<file path="src/rtl/irq_pend_pkg.sv">
package irq_pend_pkg;
  typedef enum logic [1:0] {
    OP_WRITE = 2'b00,
    OP_SET   = 2'b01,
    OP_CLEAR = 2'b10,
    OP_NONE  = 2'b11
  } csr_op_e;

  localparam int unsigned S_SW_BIT  = 1;
  localparam int unsigned M_SW_BIT  = 3;
  localparam int unsigned S_TMR_BIT = 5;
  localparam int unsigned M_TMR_BIT = 7;
  localparam int unsigned S_EXT_BIT = 9;
  localparam int unsigned M_EXT_BIT = 11;
endpackage

</file>
<file path="src/rtl/irq_pend_alu.sv">
module irq_pend_alu
  import irq_pend_pkg::*;
#(
  parameter int unsigned        W       = 32,
  parameter logic [W-1:0]       WR_MASK = '0
) (
  input  csr_op_e       op_i,
  input  logic          we_i,
  input  logic [W-1:0]  wdata_i,
  input  logic [W-1:0]  old_i,
  output logic [W-1:0]  new_o,
  output logic          wr_o
);
  logic [W-1:0] opnd;
  logic         opnd_zero;

  assign opnd      = wdata_i & WR_MASK;
  assign opnd_zero = (wdata_i == '0);

  always_comb begin
    new_o = old_i;
    wr_o  = 1'b0;
    unique case (op_i)
      OP_WRITE: begin new_o = opnd;           wr_o = we_i; end
      OP_SET:   begin new_o = old_i | opnd;   wr_o = we_i && !opnd_zero; end
      OP_CLEAR: begin new_o = old_i & ~opnd;  wr_o = we_i && !opnd_zero; end
      default:  begin new_o = old_i;          wr_o = 1'b0; end
    endcase
  end
endmodule

</file>
<file path="src/rtl/irq_pend_regs.sv">
module irq_pend_regs #(
  parameter int unsigned  W       = 32,
  parameter logic [W-1:0] WR_MASK = '0
) (
  input  logic          clk_i,
  input  logic          rst_ni,
  input  logic          en_i,
  input  logic [W-1:0]  d_i,
  output logic [W-1:0]  q_o
);
  for (genvar b = 0; b < W; b++) begin : g_bit
    if (WR_MASK[b]) begin : g_ff
      logic q;
      always_ff @(posedge clk_i or negedge rst_ni) begin
        if (!rst_ni)   q <= 1'b0;
        else if (en_i) q <= d_i[b];
      end
      assign q_o[b] = q;
    end else begin : g_zero
      assign q_o[b] = 1'b0;
    end
  end


  hold_chk: assert property (@(posedge clk_i) disable iff (!rst_ni)
    !en_i |=> $stable(q_o));
endmodule

</file>
<file path="src/rtl/irq_pend_csr.sv">
module irq_pend_csr
  import irq_pend_pkg::*;
#(
  parameter int unsigned W = 32
) (
  input  logic          clk_i,
  input  logic          rst_ni,
  input  logic [1:0]    csr_op_i,
  input  logic          csr_we_i,
  input  logic          csr_re_i,
  input  logic [W-1:0]  csr_wdata_i,
  output logic [W-1:0]  csr_rdata_o,
  input  logic          m_sw_irq_i,
  input  logic          m_timer_irq_i,
  input  logic          m_ext_irq_i,
  input  logic          s_ext_irq_i,
  output logic [W-1:0]  pend_o
);
  localparam logic [W-1:0] WR_MASK = (W'(1) << S_SW_BIT) | (W'(1) << S_TMR_BIT)
                                   | (W'(1) << S_EXT_BIT);
  localparam logic [W-1:0] RO_MASK = (W'(1) << M_SW_BIT) | (W'(1) << M_TMR_BIT)
                                   | (W'(1) << M_EXT_BIT);
  localparam logic [W-1:0] IMPL    = WR_MASK | RO_MASK;

  csr_op_e      op;
  logic [W-1:0] sw_q, sw_d, hw_v, merged;
  logic         wr;

  assign op = csr_op_e'(csr_op_i);

  irq_pend_alu #(.W(W), .WR_MASK(WR_MASK)) i_alu (
    .op_i    (op),
    .we_i    (csr_we_i),
    .wdata_i (csr_wdata_i),
    .old_i   (sw_q),
    .new_o   (sw_d),
    .wr_o    (wr)
  );

  irq_pend_regs #(.W(W), .WR_MASK(WR_MASK)) i_regs (
    .clk_i  (clk_i),
    .rst_ni (rst_ni),
    .en_i   (wr),
    .d_i    (sw_d),
    .q_o    (sw_q)
  );

  // hardware-sourced bits; external supervisor level only ORed, never stored
  always_comb begin
    hw_v            = '0;
    hw_v[M_SW_BIT]  = m_sw_irq_i;
    hw_v[M_TMR_BIT] = m_timer_irq_i;
    hw_v[M_EXT_BIT] = m_ext_irq_i;
    hw_v[S_EXT_BIT] = s_ext_irq_i;
  end

  assign merged      = sw_q | hw_v;
  assign pend_o      = merged;
  assign csr_rdata_o = csr_re_i ? merged : '0;


  ext_merge_chk: assert property (@(posedge clk_i) disable iff (!rst_ni)
    pend_o[S_EXT_BIT] == (sw_q[S_EXT_BIT] | s_ext_irq_i));

  ro_mirror_chk: assert property (@(posedge clk_i) disable iff (!rst_ni)
    pend_o[M_TMR_BIT] == m_timer_irq_i && pend_o[M_EXT_BIT] == m_ext_irq_i
    && pend_o[M_SW_BIT] == m_sw_irq_i);

  unimpl_zero_chk: assert property (@(posedge clk_i) disable iff (!rst_ni)
    (pend_o & ~IMPL) == '0);

  set_no_clear_chk: assert property (@(posedge clk_i) disable iff (!rst_ni)
    (csr_we_i && op == OP_SET && sw_q[S_EXT_BIT]) |=> sw_q[S_EXT_BIT]);

  clr_no_set_chk: assert property (@(posedge clk_i) disable iff (!rst_ni)
    (csr_we_i && op == OP_CLEAR && !sw_q[S_EXT_BIT]) |=> !sw_q[S_EXT_BIT]);

  rd_gate_chk: assert property (@(posedge clk_i) disable iff (!rst_ni)
    !csr_re_i |-> csr_rdata_o == '0);
endmodule

</file>
<file path="config.mk">
export PLATFORM = sky130hd
export DESIGN_NAME = irq_pend_csr
export DESIGN_NICKNAME = d
export VERILOG_FILES = /design/src/rtl/irq_pend_pkg.sv /design/src/rtl/irq_pend_alu.sv /design/src/rtl/irq_pend_regs.sv /design/src/rtl/irq_pend_csr.sv
export SDC_FILE = /design/constraint.sdc
export NUM_CORES = 1
export LEC_CHECK = 0
export BUFFER_PORTS_ARGS = -buffer_cell sky130_fd_sc_hd__buf_2
export CORE_MARGIN = 2
export CORE_UTILIZATION = 36
export CTS_BUF_LIST = sky130_fd_sc_hd__clkbuf_8 sky130_fd_sc_hd__clkbuf_16
export CTS_CLUSTER_SIZE = 14
export DETAILED_ROUTE_END_ITERATION = 12
export PLACE_DENSITY = 0.86
export SYNTH_ARGS = -nofsm -noshare
export SYNTH_HDL_FRONTEND = slang
export SYNTH_SLANG_ARGS = --single-unit
</file>
<file path="constraint.sdc">
create_clock -name clk_i -period 1.8 [get_ports clk_i]
set_input_delay 0.09 -clock clk_i [delete_from_list [all_inputs] [get_ports clk_i]]
set_output_delay 0.09 -clock clk_i [all_outputs]
set_load 0.03 [all_outputs]
</file>
==> flow_summary.toml, run 1 <==
[synthesis]
async_reset_ff_share_pct = 100
synth_top_area_cell = "buf_4"
syn_area_per_cell_um2 = 7.51
yosys_most_used_dff = "dfrtp_1"
yosysWarnings = 0
yosysTopAreaCellShare_pct = 47.1
syn_inst = 121
synth-edff-count = 0
synth_cell_types = 23
synth_seq_area_share_pct = 8.26
ys_ff_latch = 3
synth_area_um2 = 908
yosysMostFrequentCell = "buf_4"
synthTopCellsByArea = "buf_4, dfrtp_1, ha_1"

[floorplanning]
ios = 106
core_um2 = 2430
num_rows = 18
die_h_um = 54.2
fp.dieArea_um2 = 2940
die_w_um = 54.2
initial_utilization_pct = 37.3

[sta]
hold_viol = 0
period_minus_slack_ns = 1.33
fin_setup_tns_ns = 0
rsz0062_at_grt = "false"
fmax_ghz = 0.750
setup_viol = 0
setup_slack_ns = 0.467
slew_violations = 0
fin_crit_sh_pct = 74.1
holdWs_ns = 0.202
clock_skew_ns = 0

[placement]
hpwlAfterDp_um = 1570
pre_cts_slack_ns = 0.338
routabilityCongestion = 0.847
io_buffers = 53
dp.cells = 197
post_dp_cell_area_um2 = 971

[global_route]
grt_pass1_wl_um = 2450
grt_busiest_layer = "met2"
gr-usage-met3_pct = 1.37
track_usage_pct = 11.6
use_met1_pct = 13.7
gr-usage-met2_pct = 19.7
globalRouteOverflowTotal = 0
first_global_vias = 593
grt_start_max_net_pins = 12
antenna_found_initial = 0

[cells_and_area]
top_register = "i_regs.g_bit.g_ff.q"
areaGrowthSynthToFinish_pct = 12.9
top_regs = "i_regs.g_bit.g_ff.q x3"
n_antenna_cell = 0
final_cell_count_no_fill = 202
drive_above_1_share_pct = 34.9
final_area_um2 = 1030
fin_nets = 220
largest_reg_flops = 3
final_util_pct = 42.2

[pwr]
power.net_switching_mw = 0.354
power_frac_comb_pct = 56.1
powerDensity_nw_per_um2 = 665
power.leakage_nw = 0.617
pwr-share-seq_pct = 15.5
power_mw = 0.682
p_clk_share_pct = 28.5
p_int_mw = 0.328
netSwitchingFraction_pct = 51.9
ir_drop_mv = 0.261

[cts]
clkSinkCount = 3
cts_setup_buffers = 0
numCtsBuffers = 3
ctsLongestPathBuffers = 2
tritoncts = "built"
htreeDepth = 1
clk_latency_ns = 0.22
clk_pin_slew_ns = 0.03
root_buffer = "clkbuf_8"

[setup_path]
worstPathMaxFanout = 3
startpoint_type = "register"
r2r_end = "i_regs.g_bit[5].g_ff.q"
worstSetupPathType = "reg -> out"
cp.arrival_ns = 1.24
r2r_cells = 4
reg2reg_slack_ns = 0.93
cp.required_ns = 1.71
cp-end-kind = "primary output"
crit_path_start = "i_regs.g_bit[9].g_ff.q"
cp-endpoint = "csr_rdata_o[9]"
rr_startpoint = "i_regs.g_bit[5].g_ff.q"

[detailed_routing]
ant_nets = 0
drc = 0
wl_per_cell_um = 8.96
wl_um = 1810
drt_first_pass_iters = 4
drt_iter0_markers = 12
vias = 816
via_per_inst = 4.04

[min_path]
min_path_type = "in -> async"

[flow_run]
cap_viol_max_count = 0

[status]
status = "finished, final reports clean"
-- cells by family after synthesis --
kind of cell / share of synthesized area [%]
buf+inv: 50.0
simple gates: 22.2
flops: 8.26
compound gates: 8.95
other cells: 0.413
mux: 3.31
fa+ha+maj: 6.89
-- cells in the final DEF, fill, tap and decap left out, types with 3 or more instances in the layout --
cell / count
nand2b_1: 3
nor4_1: 6
nor2_1: 6
mux2i_1: 3
conb_1: 52
clkbuf_8: 3
buf_2: 53
dfrtp_1: 3
o22ai_1: 3
and2_1: 6
ha_1: 5
inv_1: 7
nand2_1: 3
a21oi_1: 6
a31oi_1: 3
-- repair_timing --
item	in CTS	in global routing
hold endpoints to repair	3	0
hold buffers	1	0
gates resized for setup	0	0
-- critical path, stage by stage, from the launching register on --
cell and delay, ns:
dfrtp_1 0.39, or2_2 0.31, and2_1 0.15, buf_2 0.17
-- layout make-up --
type	instances	area (um2)
timing repair buffer	54	275
multi-input combinational	105	571
clock inverter	1	3.75
clock buffer	3	41.3
sequential	3	75.1
tap	30	37.5
fill	277	1410
inverter	6	22.5
-- worst min path at each step --
stage                start                endpoint  slack [ns]  cells after the start
detailed placement  rst_ni  i_regs.g_bit[9].g_ff.q       -0.11                      1
CTS                 rst_ni  i_regs.g_bit[5].g_ff.q        0.22                      2
global route        rst_ni  i_regs.g_bit[5].g_ff.q        0.21                      2
global placement    rst_ni  i_regs.g_bit[9].g_ff.q       -0.11                      1
floorplan           rst_ni  i_regs.g_bit[1].g_ff.q       -0.21                      0
finish              rst_ni  i_regs.g_bit[5].g_ff.q        0.20                      2
-- power groups by stage --
stage          clock, mW  sequential (mW)  combinational (mW)
3_5_place_dp           0            0.106               0.380
4_1_cts            0.196            0.105               0.384
3_3_place_gp           0            0.106               0.374
6_report           0.194            0.105               0.383
2_1_floorplan          0           0.0972               0.394
5_1_grt            0.199            0.107               0.416
-- per-layer routing --
layer	routed length, um	up-vias
li1	-	398
met1	661	349
met2	891	66
met3	233	3
met4	23	0
met5	0	-
Power figures use the tool's default switching activity.
==> run 2: changes to the inputs <==
ABC_AREA = 1   (was not set)
CORE_UTILIZATION = 33   (was 36)
PLACE_DENSITY = 0.81   (was 0.86)
clock period = 1.3 ns   (was 1.8 ns; I/O delays follow)
==> run 2 against run 1 <==
Cell count is 8.9% higher. Via count is 1.5% lower. Clock-buffer cell count stayed put. Register-to-register slack worse by 0.48 ns. Flip-flop and latch count stayed put. Clock power is 35% higher. Hold slack worse by 0.0087 ns. Final area is 2.0% lower. Routed wire length is 13% lower. Critical path type unchanged. Largest cell class unchanged.
==> flow_summary.toml, run 2 <==
[flow_run]
cap_viol_max_count = 0

[global_route]
track_usage_pct = 9.34
grt_start_max_net_pins = 7
first_global_vias = 643
globalRouteOverflowTotal = 0
grt_pass1_wl_um = 2370
antenna_found_initial = 0

[synthesis]
synth_cell_types = 15
yosysTopAreaCellShare_pct = 48.4
async_reset_ff_share_pct = 100
ys_ff_latch = 3
ys_top_cells_by_count = "buf_4, nand2_1, nor2_1, inv_1, a21oi_1"
yosys_most_used_dff = "dfrtp_1"
syn_inst = 138
yosysWarnings = 0
synth-edff-count = 0
synth_area_um2 = 885
syn_area_per_cell_um2 = 6.41
yosysMostFrequentCell = "buf_4"
synth_top_area_cell = "buf_4"
synthTopCellsByArea = "buf_4, nand2_1, nor2_1"
synth_seq_area_share_pct = 8.49

[cells_and_area]
top_regs = "i_regs.g_bit.g_ff.q x3"
final_common_cell = "buf_2"
n_antenna_cell = 0
multi_input_area_um2 = 528
largest_reg_flops = 3
drive_above_1_share_pct = 32.6
fill_cells = 281
regArea_um2 = 75.1
areaGrowthSynthToFinish_pct = 13.7
final_util_pct = 40.2
most-common-layout-cells = "buf_2, conb_1, nand2_1, nor2_1, inv_1"
top_register = "i_regs.g_bit.g_ff.q"
fin_nets = 238
final_area_um2 = 1010

[setup_path]
crit_family = "flip-flops"
slowest_stage = "dfrtp_1"
slowest_delay_ns = 0.39
worstSetupPathType = "reg -> out"
startpoint_type = "register"
worstPathMaxFanout = 4
worst-path-buf-inv = 1
cp.arrival_ns = 1.08
cp.required_ns = 1.24
path_cells = "or2_2 > buf_2"
reg2reg_slack_ns = 0.45
cp-end-kind = "primary output"

[sta]
period_minus_slack_ns = 1.15
fin_setup_tns_ns = 0
hold_viol = 0
slew_violations = 0
fmax_ghz = 0.873
setup_viol = 0
clock_skew_ns = 0
fin_crit_sh_pct = 88.1
rsz0062_at_grt = "false"

[detailed_routing]
drt_iter0_markers = 9
drc = 0
ant_nets = 0
vias = 804
wl_um = 1570
drt_first_pass_iters = 2
via_per_inst = 3.65
wl_per_cell_um = 7.15

[cts]
clkSinkCount = 3
numCtsBuffers = 3
root_buffer = "clkbuf_8"
ctsLongestPathBuffers = 2
tritoncts = "built"
htreeDepth = 1
clk_latency_ns = 0.22
clk_pin_slew_ns = 0.03
cts.repair.resized = 0

[pwr]
ir_drop_mv = 0.633
powerDensity_nw_per_um2 = 898
power.leakage_nw = 0.676

[placement]
hpwlAfterDp_um = 1450
post_dp_cell_area_um2 = 951
io_buffers = 53
routabilityCongestion = 0.697

[min_path]
min_path_type = "in -> async"

[floorplanning]
core_um2 = 2500
die_w_um = 55.8
num_rows = 18
die_h_um = 55.8
initial_utilization_pct = 35.4
fp.dieArea_um2 = 3110
ios = 106

[status]
status = "finished, final reports clean"
-- run 2: what timing repair did --
item | 4_1_cts | 5_1_grt
buffers inserted | 0 | 0
hold buffers | 1 | 0
hold endpoints to repair | 3 | 0
-- run 2: worst paths after layout --
kind	startpoint	end	depth (start not counted)
max reg2reg	i_regs.g_bit[1].g_ff.q	i_regs.g_bit[1].g_ff.q	4
min in group clk_i	csr_wdata_i[1]	i_regs.g_bit[1].g_ff.q	5
min	rst_ni	i_regs.g_bit[1].g_ff.q	2
min reg2reg	i_regs.g_bit[9].g_ff.q	i_regs.g_bit[9].g_ff.q	2
max	i_regs.g_bit[9].g_ff.q	pend_o[9]	2
max in group asynchronous	rst_ni	i_regs.g_bit[5].g_ff.q	2
-- run 2: metrics by stage --
step	worst slack (ns)	power, mW	hold slack (ns)	instances
global placement	0.186	0.634	-0.138	215
floorplan	0.389	0.665	-0.231	189
detailed placement	0.126	0.640	-0.137	215
finish	0.155	0.903	0.193	220
CTS	0.147	0.912	0.174	220
global route	0.120	0.964	0.202	220
-- run 2: area by class of cell --
| class | instances | share of cell area (%) |
|---|---|---|
| inverters | 12 | 4.48 |
| flip-flops and latches | 3 | 7.46 |
| well taps | 30 | 3.73 |
| multi-input cells | 117 | 52.5 |
| clock buffers | 3 | 4.10 |
| repair buffers | 54 | 27.4 |
| clock inverters | 1 | 0.373 |
-- run 2: worst reg2reg max path, delay by kind of cell, from the launching register on --
| family | cells | cell delay [ns] |
|---|---|---|
| DFF | 1 | 0.40 |
| and+or+nand+nor | 3 | 0.19 |
| AOI/OAI and AO/OA | 1 | 0.15 |
-- run 2: cells by family (layout without fill, tap and decap cells) --
kind of cell / Yosys count / after routing / share of synthesized area, %
compound gates: 8 / 8 / 5.23
other cells: 1 / 52 / 0.424
simple gates: 52 / 52 / 25.3
flops: 3 / 3 / 8.49
fa+ha+maj: 5 / 5 / 7.07
buf+inv: 69 / 70 / 53.5
-- run 2: where the power goes --
part / switching [mW] / internal [mW]
registers: 0.0239 / 0.116
clock network: 0.0606 / 0.201
logic: 0.379 / 0.122
total: 0.464 / 0.440
-- run 2: layer usage --
layer | wire [um] | part of all wire (%) | track usage, % | up-vias
li1 | - | - | - | 409
met1 | 506 | 32 | 8.80 | 327
met2 | 824 | 52 | 19.0 | 66
met3 | 229 | 15 | 2.33 | 2
met4 | 14 | 0.89 | 3.14 | 0
met5 | 0 | 0 | 0 | -
==> run 3: changes to the inputs <==
==> constraint.sdc (replaced) <==
create_clock -name clk_i -period 1.3 [get_ports clk_i]
set_input_delay 0.195 -clock clk_i [delete_from_list [all_inputs] [get_ports clk_i]]
set_output_delay 0.195 -clock clk_i [all_outputs]
set_load 0.03 [all_outputs]
==> run 3 against run 2 <==
Combinational power up 3%. Fmax down 11%. Sequential power about the same. Critical path type unchanged. Critical endpoint unchanged. Largest cell class unchanged. Largest power group unchanged. Highest routed layer unchanged.
==> flow_summary.toml, run 3 (same netlist as run 2, synthesis figures left out) <==
[setup_path]
worstSetupPathType = "reg -> out"
cp-end-kind = "primary output"
startpoint_type = "register"
cp.required_ns = 1.11
worstPathMaxFanout = 3
cp.arrival_ns = 1.09

[detailed_routing]
ant_nets = 0
drt_iter0_markers = 25
via_per_inst = 3.64
drc = 0
drt_first_pass_iters = 4
wl_per_cell_um = 7.28
vias = 805
wl_um = 1610

[floorplanning]
initial_utilization_pct = 35.4
core_um2 = 2500
num_rows = 18
fp.dieArea_um2 = 3110
ios = 106
die_h_um = 55.8
die_w_um = 55.8

[global_route]
track_usage_pct = 9.48
globalRouteOverflowTotal = 0
antenna_found_initial = 0
grt_pass1_wl_um = 2450
first_global_vias = 664
grt_start_max_net_pins = 7

[placement]
pre_cts_slack_ns = -0.000882
hpwlAfterDp_um = 1470
io_buffers = 53
routabilityCongestion = 0.697
dp.cells = 215

[cts]
htreeDepth = 1
ctsLongestPathBuffers = 2
clkSinkCount = 3
root_buffer = "clkbuf_8"
clk_latency_ns = 0.22
tritoncts = "built"
numCtsBuffers = 3
clk_pin_slew_ns = 0.03

[sta]
clock_skew_ns = 0
fin_setup_tns_ns = 0
fmax_ghz = 0.776
setup_slack_ns = 0.0121
hold_viol = 0
fin_crit_sh_pct = 99.1
setup_viol = 0
slew_violations = 0
period_minus_slack_ns = 1.29

[pwr]
ir_drop_mv = 0.637
powerDensity_nw_per_um2 = 906
power.leakage_nw = 0.682
power_mw = 0.921

[cells_and_area]
drive_above_1_share_pct = 33.0
top_register = "i_regs.g_bit.g_ff.q"
fin_nets = 239
areaGrowthSynthToFinish_pct = 14.9
n_antenna_cell = 0
top_regs = "i_regs.g_bit.g_ff.q x3"
final_cell_count_no_fill = 221
most-common-layout-cells = "conb_1, buf_2, nand2_1, nor2_1, inv_1"
largest_reg_flops = 3

[status]
status = "finished, final reports clean"

[min_path]
min_path_type = "in -> async"

[flow_run]
cap_viol_max_count = 0
[run 3: cell types whose count changed in the layout (fill, tap and decap cells not counted)]
cell | previous run | this run
buf_2 | 53 | 52
buf_4 | 0 | 1
clkbuf_4 | 0 | 1
[run 3: critical path: stages (launching register included)]
cell,delay [ns]
dfrtp_1,0.39
or2_2,0.31
clkbuf_4,0.18
[run 3: layer usage]
| layer | track usage, % | routed length (um) | up-vias |
|---|---|---|---|
| met3 | 3.26 | 246 | 2 |
| met4 | 2.09 | 13 | 0 |
| met1 | 8.94 | 498 | 326 |
| li1 | - | - | 412 |
| met2 | 19.2 | 850 | 65 |
| met5 | 0 | 0 | - |
[run 3: area by class of cell]
| cell class | count | area [um2] |
|---|---|---|
| well taps | 30 | 37.5 |
| clock buffers | 3 | 41.3 |
| multi-input cells | 117 | 528 |
| inverters | 12 | 45.0 |
| repair buffers | 55 | 285 |
| flip-flops and latches | 3 | 75.1 |
| clock inverters | 1 | 3.75 |
| fillers | 289 | 1480 |
[run 3: metrics by stage]
step           hold slack [ns]  utilization (%)  cell area [um2]
2_1_floorplan           -0.101                -             1080
3_3_place_gp          -0.00840             38.0              951
3_5_place_dp          -0.00791             38.0              951
4_1_cts                  0.313             40.2             1010
5_1_grt                  0.341             40.6             1020
6_report                 0.324             40.6             1020
[run 3: path summary, 6_finish.rpt]
path                                         from                      to  slack, ns  cells after the start
setup / recovery           i_regs.g_bit[9].g_ff.q               pend_o[9]       0.01                      2
min in group clk_i                 csr_wdata_i[1]  i_regs.g_bit[1].g_ff.q       0.39                      5
setup reg to reg           i_regs.g_bit[9].g_ff.q  i_regs.g_bit[9].g_ff.q       0.35                      5
hold / removal                             rst_ni  i_regs.g_bit[1].g_ff.q       0.32                      2
max in group asynchronous                  rst_ni  i_regs.g_bit[5].g_ff.q       0.87                      2
hold reg to reg            i_regs.g_bit[5].g_ff.q  i_regs.g_bit[5].g_ff.q       0.53                      2
[run 3: repair_timing]
item                                   in CTS  in global routing
gates resized for setup                     0                  1
buffers inserted                            0                  1
setup endpoints to repair                   0                  1
endpoints found under the hold margin       3                  0
hold buffers                                1                  0
[run 3: power by group]
group | internal, mW | leakage (nW) | switching, mW
Clock | 0.201 | 0.0269 | 0.0614
Sequential | 0.116 | 0.0382 | 0.0233
Combinational | 0.133 | 0.617 | 0.385
Total | 0.451 | 0.682 | 0.470
